[src/rtl/interleaved_shreg_pkg.sv]
package interleaved_shreg_pkg;

    localparam int unsigned DEFAULT_DEPTH = 16;
    localparam int unsigned DEFAULT_WAYS  = 2;

    // Phase counter width; at least one bit so a single-chain build stays legal.
    function automatic int unsigned phase_width(input int unsigned ways);
        return (ways > 1) ? $clog2(ways) : 1;
    endfunction

endpackage

[src/rtl/interleaved_shreg_phase.sv]
module interleaved_shreg_phase
    import interleaved_shreg_pkg::*;
#(
    parameter int unsigned WAYS = DEFAULT_WAYS,
    localparam int unsigned PW  = phase_width(WAYS)
) (
    input  logic            clk_i,
    input  logic            rst_ni,
    output logic [PW-1:0]   phase_o,
    output logic [WAYS-1:0] en_o
);

    typedef struct packed {
        logic [PW-1:0] cnt;
    } phase_state_t;

    phase_state_t state_d, state_q;

    always_comb begin
        state_d = state_q;
        if (state_q.cnt == PW'(WAYS - 1)) begin
            state_d.cnt = '0;
        end else begin
            state_d.cnt = state_q.cnt + 1'b1;
        end
    end

    always_ff @(posedge clk_i or negedge rst_ni) begin
        if (!rst_ni) begin
            state_q <= '0;
        end else begin
            state_q <= state_d;
        end
    end

    assign phase_o = state_q.cnt;

    for (genvar g = 0; g < WAYS; g++) begin : g_en
        assign en_o[g] = (state_q.cnt == PW'(g));
    end

endmodule

[src/rtl/interleaved_shreg_chain.sv]
module interleaved_shreg_chain #(
    parameter int unsigned LEN = 8
) (
    input  logic clk_i,
    input  logic rst_ni,
    input  logic en_i,
    input  logic d_i,
    output logic tail_o
);

    typedef struct packed {
        logic [LEN-1:0] bits;
    } chain_state_t;

    chain_state_t state_d, state_q;

    always_comb begin
        state_d = state_q;
        if (en_i) begin
            state_d.bits = (state_q.bits << 1) | LEN'(d_i);
        end
    end

    always_ff @(posedge clk_i or negedge rst_ni) begin
        if (!rst_ni) begin
            state_q <= '0;
        end else begin
            state_q <= state_d;
        end
    end

    assign tail_o = state_q.bits[LEN-1];

endmodule

[src/rtl/interleaved_shreg_mux.sv]
module interleaved_shreg_mux
    import interleaved_shreg_pkg::*;
#(
    parameter int unsigned WAYS = DEFAULT_WAYS,
    localparam int unsigned PW  = phase_width(WAYS)
) (
    input  logic [PW-1:0]   sel_i,
    input  logic [WAYS-1:0] tails_i,
    output logic            out_o
);

    always_comb begin
        out_o = 1'b0;
        for (int i = 0; i < WAYS; i++) begin
            if (sel_i == PW'(i)) begin
                out_o = tails_i[i];
            end
        end
    end

endmodule

[src/rtl/interleaved_shreg.sv]
module interleaved_shreg
    import interleaved_shreg_pkg::*;
#(
    parameter int unsigned DEPTH = DEFAULT_DEPTH,
    parameter int unsigned WAYS  = DEFAULT_WAYS
) (
    input  logic clk_i,
    input  logic rst_ni,
    input  logic ser_i,
    output logic ser_o
);

    localparam int unsigned PW        = phase_width(WAYS);
    localparam int unsigned CHAIN_LEN = DEPTH / WAYS;

    // only degrees 1, 2, 4 with an even split of DEPTH
    if (!(WAYS == 1 || WAYS == 2 || WAYS == 4) || (DEPTH % WAYS) != 0) begin : g_bad_cfg
        $error("interleaved_shreg: unsupported DEPTH/WAYS combination");
    end

    logic [PW-1:0]   phase_q;
    logic [WAYS-1:0] chain_en;
    logic [WAYS-1:0] chain_tail;

    interleaved_shreg_phase #(.WAYS(WAYS)) u_phase (
        .clk_i   (clk_i),
        .rst_ni  (rst_ni),
        .phase_o (phase_q),
        .en_o    (chain_en)
    );

    for (genvar g = 0; g < WAYS; g++) begin : g_chain
        interleaved_shreg_chain #(.LEN(CHAIN_LEN)) u_chain (
            .clk_i  (clk_i),
            .rst_ni (rst_ni),
            .en_i   (chain_en[g]),
            .d_i    (ser_i),
            .tail_o (chain_tail[g])
        );
    end

    interleaved_shreg_mux #(.WAYS(WAYS)) u_mux (
        .sel_i   (phase_q),
        .tails_i (chain_tail),
        .out_o   (ser_o)
    );

endmodule

[config.mk]
export PLATFORM = sky130hd
export DESIGN_NAME = interleaved_shreg
export DESIGN_NICKNAME = d
export VERILOG_FILES = /design/src/rtl/interleaved_shreg_pkg.sv /design/src/rtl/interleaved_shreg_phase.sv /design/src/rtl/interleaved_shreg_chain.sv /design/src/rtl/interleaved_shreg_mux.sv /design/src/rtl/interleaved_shreg.sv
export SDC_FILE = /design/constraint.sdc
export NUM_CORES = 1
export LEC_CHECK = 0
export BUFFER_PORTS_ARGS = -buffer_cell sky130_fd_sc_hd__buf_2
export CORE_AREA = 2 2 39 41
export DETAILED_ROUTE_END_ITERATION = 6
export DIE_AREA = 0 0 41 43
export PLACE_DENSITY = 0.79
export SETUP_SLACK_MARGIN = 0.1
export SKIP_LAST_GASP = 1
export SLEW_MARGIN = 20
export SYNTH_ARGS = -nofsm -noshare
export SYNTH_HDL_FRONTEND = slang
export SYNTH_SLANG_ARGS = --single-unit
export TNS_END_PERCENT = 1
[constraint.sdc]
create_clock -name clk_i -period 2.34 [get_ports clk_i]
set_clock_uncertainty 0.1 [all_clocks]
set_input_delay 0.351 -clock clk_i [delete_from_list [all_inputs] [get_ports clk_i]]
set_output_delay 0.351 -clock clk_i [all_outputs]
set_load 0.02 [all_outputs]
==> results.json, run 1 <==
{
  "pin_count": 4,
  "cts_tree": "yes",
  "clkPwrFrac_pct": 29.9,
  "power_frac_comb_pct": 5.9,
  "hold_path.class": "in -> reg",
  "synth_area_leaders": "dfrtp_1, mux2_4, mux2_2, buf_12, buf_6",
  "slew_headroom_pct": 76.1,
  "cts_resized": 0,
  "htreeDepth": 1,
  "start_kind": "flip-flop",
  "power.internal_uw": 392,
  "avgSynthCellArea_um2": 18.5,
  "postRouteAntennaNets": 0,
  "cts_buffer_depth": 2,
  "cap_violations": 0,
  "cp.arrival_ps": 1130,
  "synth_top_family_by_area": "multiplexers",
  "muxShareOfSynthArea_pct": 32.8,
  "fill_cells": 119,
  "regArea_um2": 425,
  "ys_seq_area_share_pct": 62.0,
  "cp_slowest_cell": "dfrtp_1",
  "yosys.area.top_type": "dfrtp_1",
  "grt_max_degree": 18,
  "yosysWarningCount": 0,
  "crit_type": "reg -> out",
  "cp.required_ps": 1890,
  "synth_area_um2": 686,
  "vias": 311,
  "initial_core_util_pct": 49.5,
  "r2r_slack_ps": 1120,
  "drt-pass1-iter-count": 2,
  "switching_power_uw": 98.4,
  "p_leak_uw": 0.000363,
  "io_buffers": 3,
  "mostFrequentLayoutCell": "dfrtp_1",
  "clock_sinks": 17,
  "rows": 14,
  "routedWlPerCell_um": 12.9,
  "antenna_cells": 0,
  "min_period_over_period_pct": 67.5,
  "clkSlewWorstSetupHoldPaths_ps": 90,
  "postLayoutCoreUtil_pct": 53.0,
  "final.min_clock_period_ps": 1580,
  "core_area_mm2": 0.00138,
  "drt-total-wl_um": 776,
  "die_y_um": 43,
  "rsz0062_at_grt": "no",
  "grt_pass1_vias": 370,
  "synth_fa_ha_area_share_pct": 0,
  "cts_setup_buffers": 0,
  "cp-startpoint": "u_phase.phase_o$_DFF_PN0_",
  "cts_hold_buffers": 1,
  "dieArea_mm2": 0.00176,
  "slew_violations": 0,
  "power_density_mw_per_mm2": 668,
  "path_max_fanout": 2,
  "post-route-drc-count": 0,
  "crit_path_cell_trace": "mux2_2 -> buf_2",
  "mostFrequentLayoutCells": "dfrtp_1, mux2_4, mux2_2, clkbuf_4, buf_2",
  "tightest_slew_ps": 359,
  "syn_nets": 40,
  "r2r-start": "u_phase.phase_o$_DFF_PN0_",
  "yosysTopAreaCellShare_pct": 62.0,
  "multi_input_area_um2": 225,
  "yosysUniqueCellTypes": 6,
  "r2r_cells": 2,
  "grt_pass1_wl_mm": 1.55,
  "dr.first_iter.drc_count": 2,
  "antenna_found_initial": 0,
  "synthXorXnorAreaFrac_pct": 0,
  "status": "finished clean",
  "place_hpwl_um": 544,
  "die_w_um": 41,
  "placed_area_um2": 697,
  "fin_area_um2": 733,
  "synthToLayoutAreaGrowth_pct": 6.93,
  "max_freq_ghz": 0.633,
  "root_buffer": "clkbuf_4",
  "end_kind": "primary output",
  "synthSimpleGateAreaFrac_pct": 0,
  "setup_viol": 0,
  "track_usage_pct": 13.2,
  "numCtsBuffers": 3,
  "yosys_register_bits": 17,
  "r2r_end": "g_chain[1].u_chain.state_q[3]$_DFFE_PN0P_",
  "synth_compound_area_share_pct": 0,
  "nets": 48,
  "viasPerCell": 5.18,
  "hold_viol": 0,
  "worst_skew_pair.late_latency_ps": 270,
  "seqPwrFrac_pct": 64.3,
  "worstSetupEndpoint": "ser_o",
  "switching_share_pct": 20.1,
  "gp_congestion": 0.642,
  "max_stage_delay_ps": 370,
  "syn_inst": 37,
  "drive_above_1_share_pct": 54.5,
  "overflow": 0,
  "tns_ps": 0,
  "vdd_drop_max_mv": 0.303
}
==> cell families (layout without fill, tap and decap cells) <==
kind of cell | count (synthesis) | in the layout
buffers and inverters | 3 | 10
flip-flops | 17 | 17
multiplexers | 17 | 17
==> flip-flops by register name, indices dropped and copies added, names as in the netlist <==
signal,cells
g_chain.u_chain.state_q,16
u_phase.phase_o,1
==> cell type report <==
| cell class | instances | share of cell area [%] |
|---|---|---|
| Sequential cell | 17 | 58.0 |
| Multi-Input combinational cell | 17 | 30.7 |
| Timing Repair Buffer | 5 | 4.44 |
| Clock buffer | 4 | 3.58 |
| Tap cell | 16 | 2.73 |
| Inverter | 1 | 0.512 |
==> Yosys cell counts <==
cell type	instances
dfrtp_1	17
buf_12	1
mux2_2	8
mux2_4	9
inv_1	1
buf_6	1
==> metrics by stage <==
step	total power, uW	setup WS, ps	cells	hold slack (ps)
2_1_floorplan	337	1050	37	-44.6
3_3_place_gp	347	1090	55	170
3_5_place_dp	349	1070	55	183
4_1_cts	497	743	60	212
5_1_grt	519	694	60	203
6_report	490	761	60	218
==> worst min path at each step <==
stage,startpoint,to,cells after the start
2_1_floorplan,rst_ni,g_chain[0].u_chain.state_q[0]$_DFFE_PN0N_,0
3_3_place_gp,rst_ni,g_chain[0].u_chain.state_q[5]$_DFFE_PN0N_,1
3_5_place_dp,rst_ni,g_chain[0].u_chain.state_q[5]$_DFFE_PN0N_,1
4_1_cts,ser_i,g_chain[0].u_chain.state_q[0]$_DFFE_PN0N_,2
5_1_grt,ser_i,g_chain[0].u_chain.state_q[0]$_DFFE_PN0N_,2
6_report,ser_i,g_chain[0].u_chain.state_q[0]$_DFFE_PN0N_,2
==> worst max-delay path, delay by kind of cell, from the launching register on <==
kind | cells | cell delay [ps]
flip-flops | 1 | 370
multiplexers | 1 | 330
buffers and inverters | 1 | 160
==> power by group through the flow <==
| stage | clock network (uW) | registers [uW] | logic [uW] |
|---|---|---|---|
| floorplan | 0 | 318 | 18.8 |
| global placement | 0 | 320 | 26.9 |
| detailed placement | 0 | 321 | 28.3 |
| CTS | 152 | 315 | 29.8 |
| global route | 169 | 317 | 32.7 |
| finish | 146 | 315 | 28.9 |
==> metal layers <==
| layer | part of all wire (%) | wire length (um) | track usage (%) | vias up |
|---|---|---|---|---|
| met5 | 0 | 0 | 0 | - |
| met4 | 0 | 0 | 6.00 | 0 |
| met3 | 3.2 | 25 | 4.71 | 0 |
| met2 | 49 | 384 | 18.8 | 4 |
| met1 | 47 | 366 | 17.7 | 166 |
| li1 | - | - | - | 141 |
Power figures use the tool's default switching activity.
==> run 2, diff against run 1 <==
- ABC_AREA: not set -> 1
- PLACE_DENSITY: 0.79 -> 0.78
- clock period: 2.34 -> 1.55 ns (I/O delays scaled with it)
==> run 2 against run 1 <==
Compared with the run above: synthesized cell count grew 95%; core utilization is 0.18 points lower; sequential power rose by 51%; largest cell class unchanged; non-clock buffer count rose by 1; total power increased by 52%; cell area shrank 0.34%; global-route usage grew 0.89 points; hold slack lost 160 ps; area after synthesis down 2.4%.
==> results.json, run 2 <==
{
  "rsz0062_at_grt": "no",
  "post-route-drc-count": 0,
  "path_max_fanout": 4,
  "fill_cells": 121,
  "power.internal_uw": 576,
  "postRouteAntennaNets": 0,
  "dieArea_mm2": 0.00176,
  "mostFrequentLayoutCells": "nand2_1, dfrtp_1, nand2_2, clkbuf_4",
  "mostFrequentLayoutCell": "nand2_1",
  "rows": 14,
  "seqPwrFrac_pct": 64.1,
  "p_total_uw": 742,
  "antenna_cells": 0,
  "gp_congestion": 0.706,
  "synthSimpleGateAreaFrac_pct": 29.7,
  "min_period_over_period_pct": 88.6,
  "start_kind": "flip-flop",
  "syn_nets": 75,
  "clkPwrFrac_pct": 30.9,
  "initial_core_util_pct": 48.4,
  "switching_power_uw": 166,
  "yosys.area.top_type": "dfrtp_1",
  "grt_pass1_wl_mm": 1.57,
  "cp.arrival_ps": 1040,
  "viasPerCell": 4.57,
  "vdd_drop_max_mv": 0.525,
  "core_area_mm2": 0.00138,
  "cap_violations": 0,
  "tns_ps": 0,
  "clkSlewWorstSetupHoldPaths_ps": 100,
  "synth_fa_ha_area_share_pct": 0,
  "postLayoutCoreUtil_pct": 52.8,
  "top_register": "g_chain.u_chain.state_q",
  "synth_commonest_cells": "nand2_1, dfrtp_1, nand2_2",
  "synth_area_um2": 669,
  "cts_buffer_depth": 2,
  "drt-total-wl_um": 916,
  "setup_viol": 0,
  "switching_share_pct": 22.4,
  "synth_compound_area_share_pct": 0,
  "placed_area_um2": 678,
  "largest_register_ffs": 16,
  "yosysMostFrequentCell": "nand2_1",
  "root_buffer": "clkbuf_4",
  "worst_skew_pair.late_latency_ps": 290,
  "yosysTopAreaCellShare_pct": 63.6,
  "pin_count": 4,
  "drive_above_1_share_pct": 17.7,
  "grt_max_degree": 18,
  "synth_top_family_by_area": "simple AND/OR/NAND/NOR gates",
  "htreeDepth": 1,
  "syn_inst": 72,
  "slew_violations": 0,
  "die_w_um": 41,
  "die_y_um": 43,
  "muxShareOfSynthArea_pct": 0,
  "tightest_slew_ps": 360,
  "dr.first_iter.drc_count": 3,
  "power_frac_comb_pct": 5.0,
  "synthXorXnorAreaFrac_pct": 0,
  "fin_area_um2": 731,
  "hold_path.class": "in -> reg",
  "yosysUniqueCellTypes": 7,
  "antenna_found_initial": 0,
  "power_density_mw_per_mm2": 1020,
  "io_buffers": 3,
  "vias": 434,
  "clock_sinks": 17,
  "pre_cts_ws_ps": 363,
  "final.min_clock_period_ps": 1370,
  "hold_viol": 0,
  "place_hpwl_um": 601,
  "nets": 83,
  "avgSynthCellArea_um2": 9.30,
  "numCtsBuffers": 3,
  "p_leak_uw": 0.000393,
  "synth_edf_count": 0,
  "track_usage_pct": 14.1,
  "routedWlPerCell_um": 9.64,
  "grt_pass1_vias": 402,
  "overflow": 0,
  "crit_type": "reg -> out",
  "synthToLayoutAreaGrowth_pct": 9.16,
  "drt-pass1-iter-count": 4,
  "cp.required_ps": 1220,
  "yosysWarningCount": 0,
  "setup_ws_ps": 176,
  "slew_headroom_pct": 76.0,
  "cts_tree": "yes",
  "end_kind": "primary output",
  "synthArstFlopShare_pct": 100,
  "max_freq_ghz": 0.728,
  "ys_seq_area_share_pct": 63.6,
  "synth_area_leaders": "dfrtp_1, nand2_1, nand2_2, buf_8, buf_6",
  "yosys_most_used_dff": "dfrtp_1",
  "status": "finished clean",
  "yosys_register_bits": 17
}
==> run 2: cell count changes in the layout (fill, tap and decap cells not counted), sizes merged <==
cell,change
nand2,+51
mux2,-17
buf,+1
clkbuf,-1
clkinv,+1
==> run 2: power by group through the flow <==
stage	logic [uW]	clock network, uW	registers, uW
after floorplan	19.5	0	482
after global placement	33.4	0	484
after detailed placement	34.4	0	485
after CTS	36.3	242	476
after global routing	44.2	268	479
final	37.1	230	476
==> run 2: cells by family (layout without fill, tap and decap cells) <==
group,count (synthesis),count (layout)
buf+inv,4,11
flops,17,17
simple gates,51,51
==> run 2: per-stage QoR <==
step / hold WS [ps] / cells
floorplan: -163 / 72
global placement: 63.4 / 89
detailed placement: 68.5 / 89
CTS: 44.5 / 95
global route: 70.4 / 95
finish: 55.9 / 95
==> run 2: worst max-delay path: stages, from the launching register on <==
cell and delay, ps:
dfrtp_2 470, inv_8 60, nand2_1 40, nand2_1 60, buf_6 110
==> run 2: layout make-up <==
cell class | instances | area (um^2) | share of cell area (%)
repair buffers | 6 | 46.3 | 6.34
multi-input cells | 51 | 199 | 27.2
clock inverters | 1 | 5.00 | 0.685
inverters | 1 | 11.3 | 1.54
flip-flops and latches | 17 | 427 | 58.4
well taps | 16 | 20.0 | 2.74
clock buffers | 3 | 22.5 | 3.08
==> run 2: path summary, 6_finish.rpt <==
kind                                                            from                                         to  slack, ps  cells after the start
max                                        u_phase.phase_o$_DFF_PN0_                                      ser_o        180                      4
min                                                            ser_i  g_chain[0].u_chain.state_q[0]$_DFFE_PN0N_         60                      3
max reg2reg                                u_phase.phase_o$_DFF_PN0_  g_chain[1].u_chain.state_q[2]$_DFFE_PN0P_        520                      4
min reg2reg                g_chain[1].u_chain.state_q[1]$_DFFE_PN0P_  g_chain[1].u_chain.state_q[1]$_DFFE_PN0P_        380                      2
max in group asynchronous                                     rst_ni                  u_phase.phase_o$_DFF_PN0_        790                      2
min in group asynchronous                                     rst_ni  g_chain[0].u_chain.state_q[4]$_DFFE_PN0N_        280                      2
==> run 2: per-layer routing <==
metal | wire length [um] | up-vias | global-route usage [%]
met4 | 25 | 0 | 14.0
met3 | 9 | 3 | 3.14
met2 | 453 | 4 | 18.8
met1 | 428 | 198 | 17.5
li1 | - | 229 | -
met5 | 0 | - | 0
==> run 2: timing repair <==
action / CTS / global route
resized for setup: 1 / 2
buffers inserted: 1 / 0
endpoints found under the hold margin: 17 / 0
setup endpoints to repair: 1 / 1
cloned: 0 / 0
hold buffers: 1 / 0
==> run 3, diff against run 2 <==
- BUFFER_PORTS_ARGS: -buffer_cell sky130_fd_sc_hd__buf_2 -> not set
- CORE_AREA: 2 2 39 41 -> not set
- CORE_UTILIZATION: not set -> 51
- DIE_AREA: 0 0 41 43 -> not set
- DONT_BUFFER_PORTS: not set -> 1
- PLACE_DENSITY: 0.78 -> 0.79
- clock period: 1.55 -> 1.1 ns (I/O delays scaled with it)
==> run 3 against run 2 <==
Compared with the run above: clock power is 43% higher; total power is 42% higher; final cell count is 2.1% lower; non-clock buffer count stayed put; first-iteration DRC count is 67% lower; register-to-register slack worse by 510 ps; via count is 0.92% higher; cell area is 4.1% higher; worst setup slack worse by 300 ps; largest power group unchanged; global-route usage is 3.4 points higher; critical path type unchanged; the flow now finishes with violations (negative setup slack); core utilization is 13 points higher.
==> results.json, run 3 (synthesis gave the netlist of run 2 again) <==
{
  "p_leak_uw": 0.000403,
  "drive_above_1_share_pct": 19.0,
  "crit_type": "reg -> out",
  "cp_slowest_cell": "dfrtp_2",
  "clkPwrFrac_pct": 31.3,
  "hold_viol": 0,
  "initial_core_util_pct": 57.9,
  "crit_path_cell_trace": "inv_8 -> nand2_4 -> nand2_4",
  "hold_path.class": "in -> async",
  "slew_violations": 0,
  "gp_congestion": 0.676,
  "drt-pass1-iter-count": 2,
  "cts_tree": "yes",
  "clock_sinks": 17,
  "vias": 438,
  "min_period_over_period_pct": 111,
  "cp.required_ps": 830,
  "placed_area_um2": 691,
  "power.internal_uw": 815,
  "mostFrequentLayoutCell": "nand2_1",
  "setup_ws_ps": -121,
  "grtUsageMet3_pct": 5.23,
  "use_met1_pct": 24.4,
  "status": "finished, violations left",
  "gr-usage-met2_pct": 25.0,
  "grt_pass1_vias": 406,
  "postRouteAntennaNets": 0,
  "path_max_fanout": 4,
  "synthToLayoutAreaGrowth_pct": 13.6,
  "cap_violations": 0,
  "drt-total-wl_um": 972,
  "tns_ps": -121,
  "top_register": "g_chain.u_chain.state_q",
  "layout.cells.non_filler": 93,
  "max_freq_ghz": 0.819,
  "mostFrequentLayoutCells": "nand2_1, dfrtp_1, nand2_2, clkbuf_4, buf_4",
  "post-route-drc-count": 0,
  "top_usage_layer": "met2",
  "antenna_cells": 0,
  "pin_count": 4,
  "antenna_found_initial": 0,
  "viasPerCell": 4.71,
  "setup_viol": 1,
  "cp.arrival_ps": 960,
  "pre_cts_ws_ps": 112,
  "max_stage_delay_ps": 480,
  "place_hpwl_um": 615,
  "overflow": 0,
  "clkSlewWorstSetupHoldPaths_ps": 90,
  "dr.first_iter.drc_count": 1,
  "r2r_cells": 5,
  "grt_max_degree": 18,
  "switching_share_pct": 22.4,
  "tightest_slew_ps": 760,
  "die_w_um": 38.2,
  "power_frac_comb_pct": 4.8,
  "root_buffer": "clkbuf_4",
  "crit_top_cell": "nand2_4",
  "largest_register_ffs": 16,
  "final.min_clock_period_ps": 1220,
  "vdd_drop_max_mv": 0.978,
  "routedWlPerCell_um": 10.5,
  "worst_skew_pair.late_latency_ps": 290,
  "io_buffers": 0,
  "grt_pass1_wl_mm": 1.68,
  "track_usage_pct": 17.5,
  "rows": 12,
  "seqPwrFrac_pct": 63.9,
  "power_density_mw_per_mm2": 1380,
  "switching_power_uw": 236,
  "slew_headroom_pct": 49.2,
  "p_total_uw": 1050,
  "numCtsBuffers": 3,
  "dp.cells": 86,
  "nets": 83,
  "fin_area_um2": 761,
  "rsz0062_at_grt": "yes",
  "die_y_um": 38.2,
  "cts_buffer_depth": 2,
  "htreeDepth": 1,
  "dieArea_mm2": 0.00146,
  "end_kind": "primary output",
  "start_kind": "flip-flop",
  "violations": "negative setup slack",
  "core_area_mm2": 0.00116
}
==> run 3: cell types whose count changed in the layout (fill, tap and decap cells not counted), sizes merged <==
cell,change
buf,-1
clkinv,-1
clkbuf,+1
dlygate4sd3,+1
==> run 3: layout make-up <==
cell class                 count  area [um^2]
timing repair buffer           6         62.6
inverter                       1         11.3
multi-input combinational     51          216
fill                          90          395
sequential                    17          427
tap                           14         17.5
clock buffer                   4         26.3
==> run 3: power groups by stage <==
stage          registers [uW]  logic, uW  clock network (uW)
2_1_floorplan             679       28.2                   0
3_3_place_gp              683       30.8                   0
3_5_place_dp              683       32.4                   0
4_1_cts                   672       51.1                 331
5_1_grt                   676       59.9                 367
6_report                  672       50.4                 329
==> run 3: final timing paths <==
kind                       slack [ps]                                 startpoint                                   endpoint
setup / recovery                 -120                  u_phase.phase_o$_DFF_PN0_                                      ser_o
hold / removal                    280                                     rst_ni  g_chain[0].u_chain.state_q[7]$_DFFE_PN0N_
setup reg to reg                   10                  u_phase.phase_o$_DFF_PN0_  g_chain[0].u_chain.state_q[2]$_DFFE_PN0N_
hold reg to reg                   380  g_chain[0].u_chain.state_q[3]$_DFFE_PN0N_  g_chain[0].u_chain.state_q[4]$_DFFE_PN0N_
max in group asynchronous         100                                     rst_ni                  u_phase.phase_o$_DFF_PN0_
min in group clk_i                380  g_chain[0].u_chain.state_q[3]$_DFFE_PN0N_  g_chain[0].u_chain.state_q[4]$_DFFE_PN0N_
==> run 3: worst max-delay path: cells and delay by family (launching register included) <==
family	cells	cell delay [ps]
buffers and inverters	1	70
and+or+nand+nor	2	120
DFF	1	480
==> run 3: per-stage QoR <==
step / hold slack, ps / utilization (%)
global route: 342 / 65.8
global placement: -230 / 59.7
CTS: 303 / 65.6
finish: 283 / 65.8
floorplan: -231 / -
detailed placement: -230 / 59.7
==> run 3: metal layers <==
metal  share of wire (%)  wire [um]
met2                  42        404
met4                 1.9         18
met1                  54        525
met3                 2.5         24
met5                   0          0
==> run 3: what timing repair did <==
item / in CTS / in global routing
hold endpoints to repair: 19 / 0
hold buffers: 2 / 0
pin swaps: 1 / 1
setup buffers: 1 / 0
endpoints found under the setup margin: 7 / 32
gates resized for setup: 4 / 1
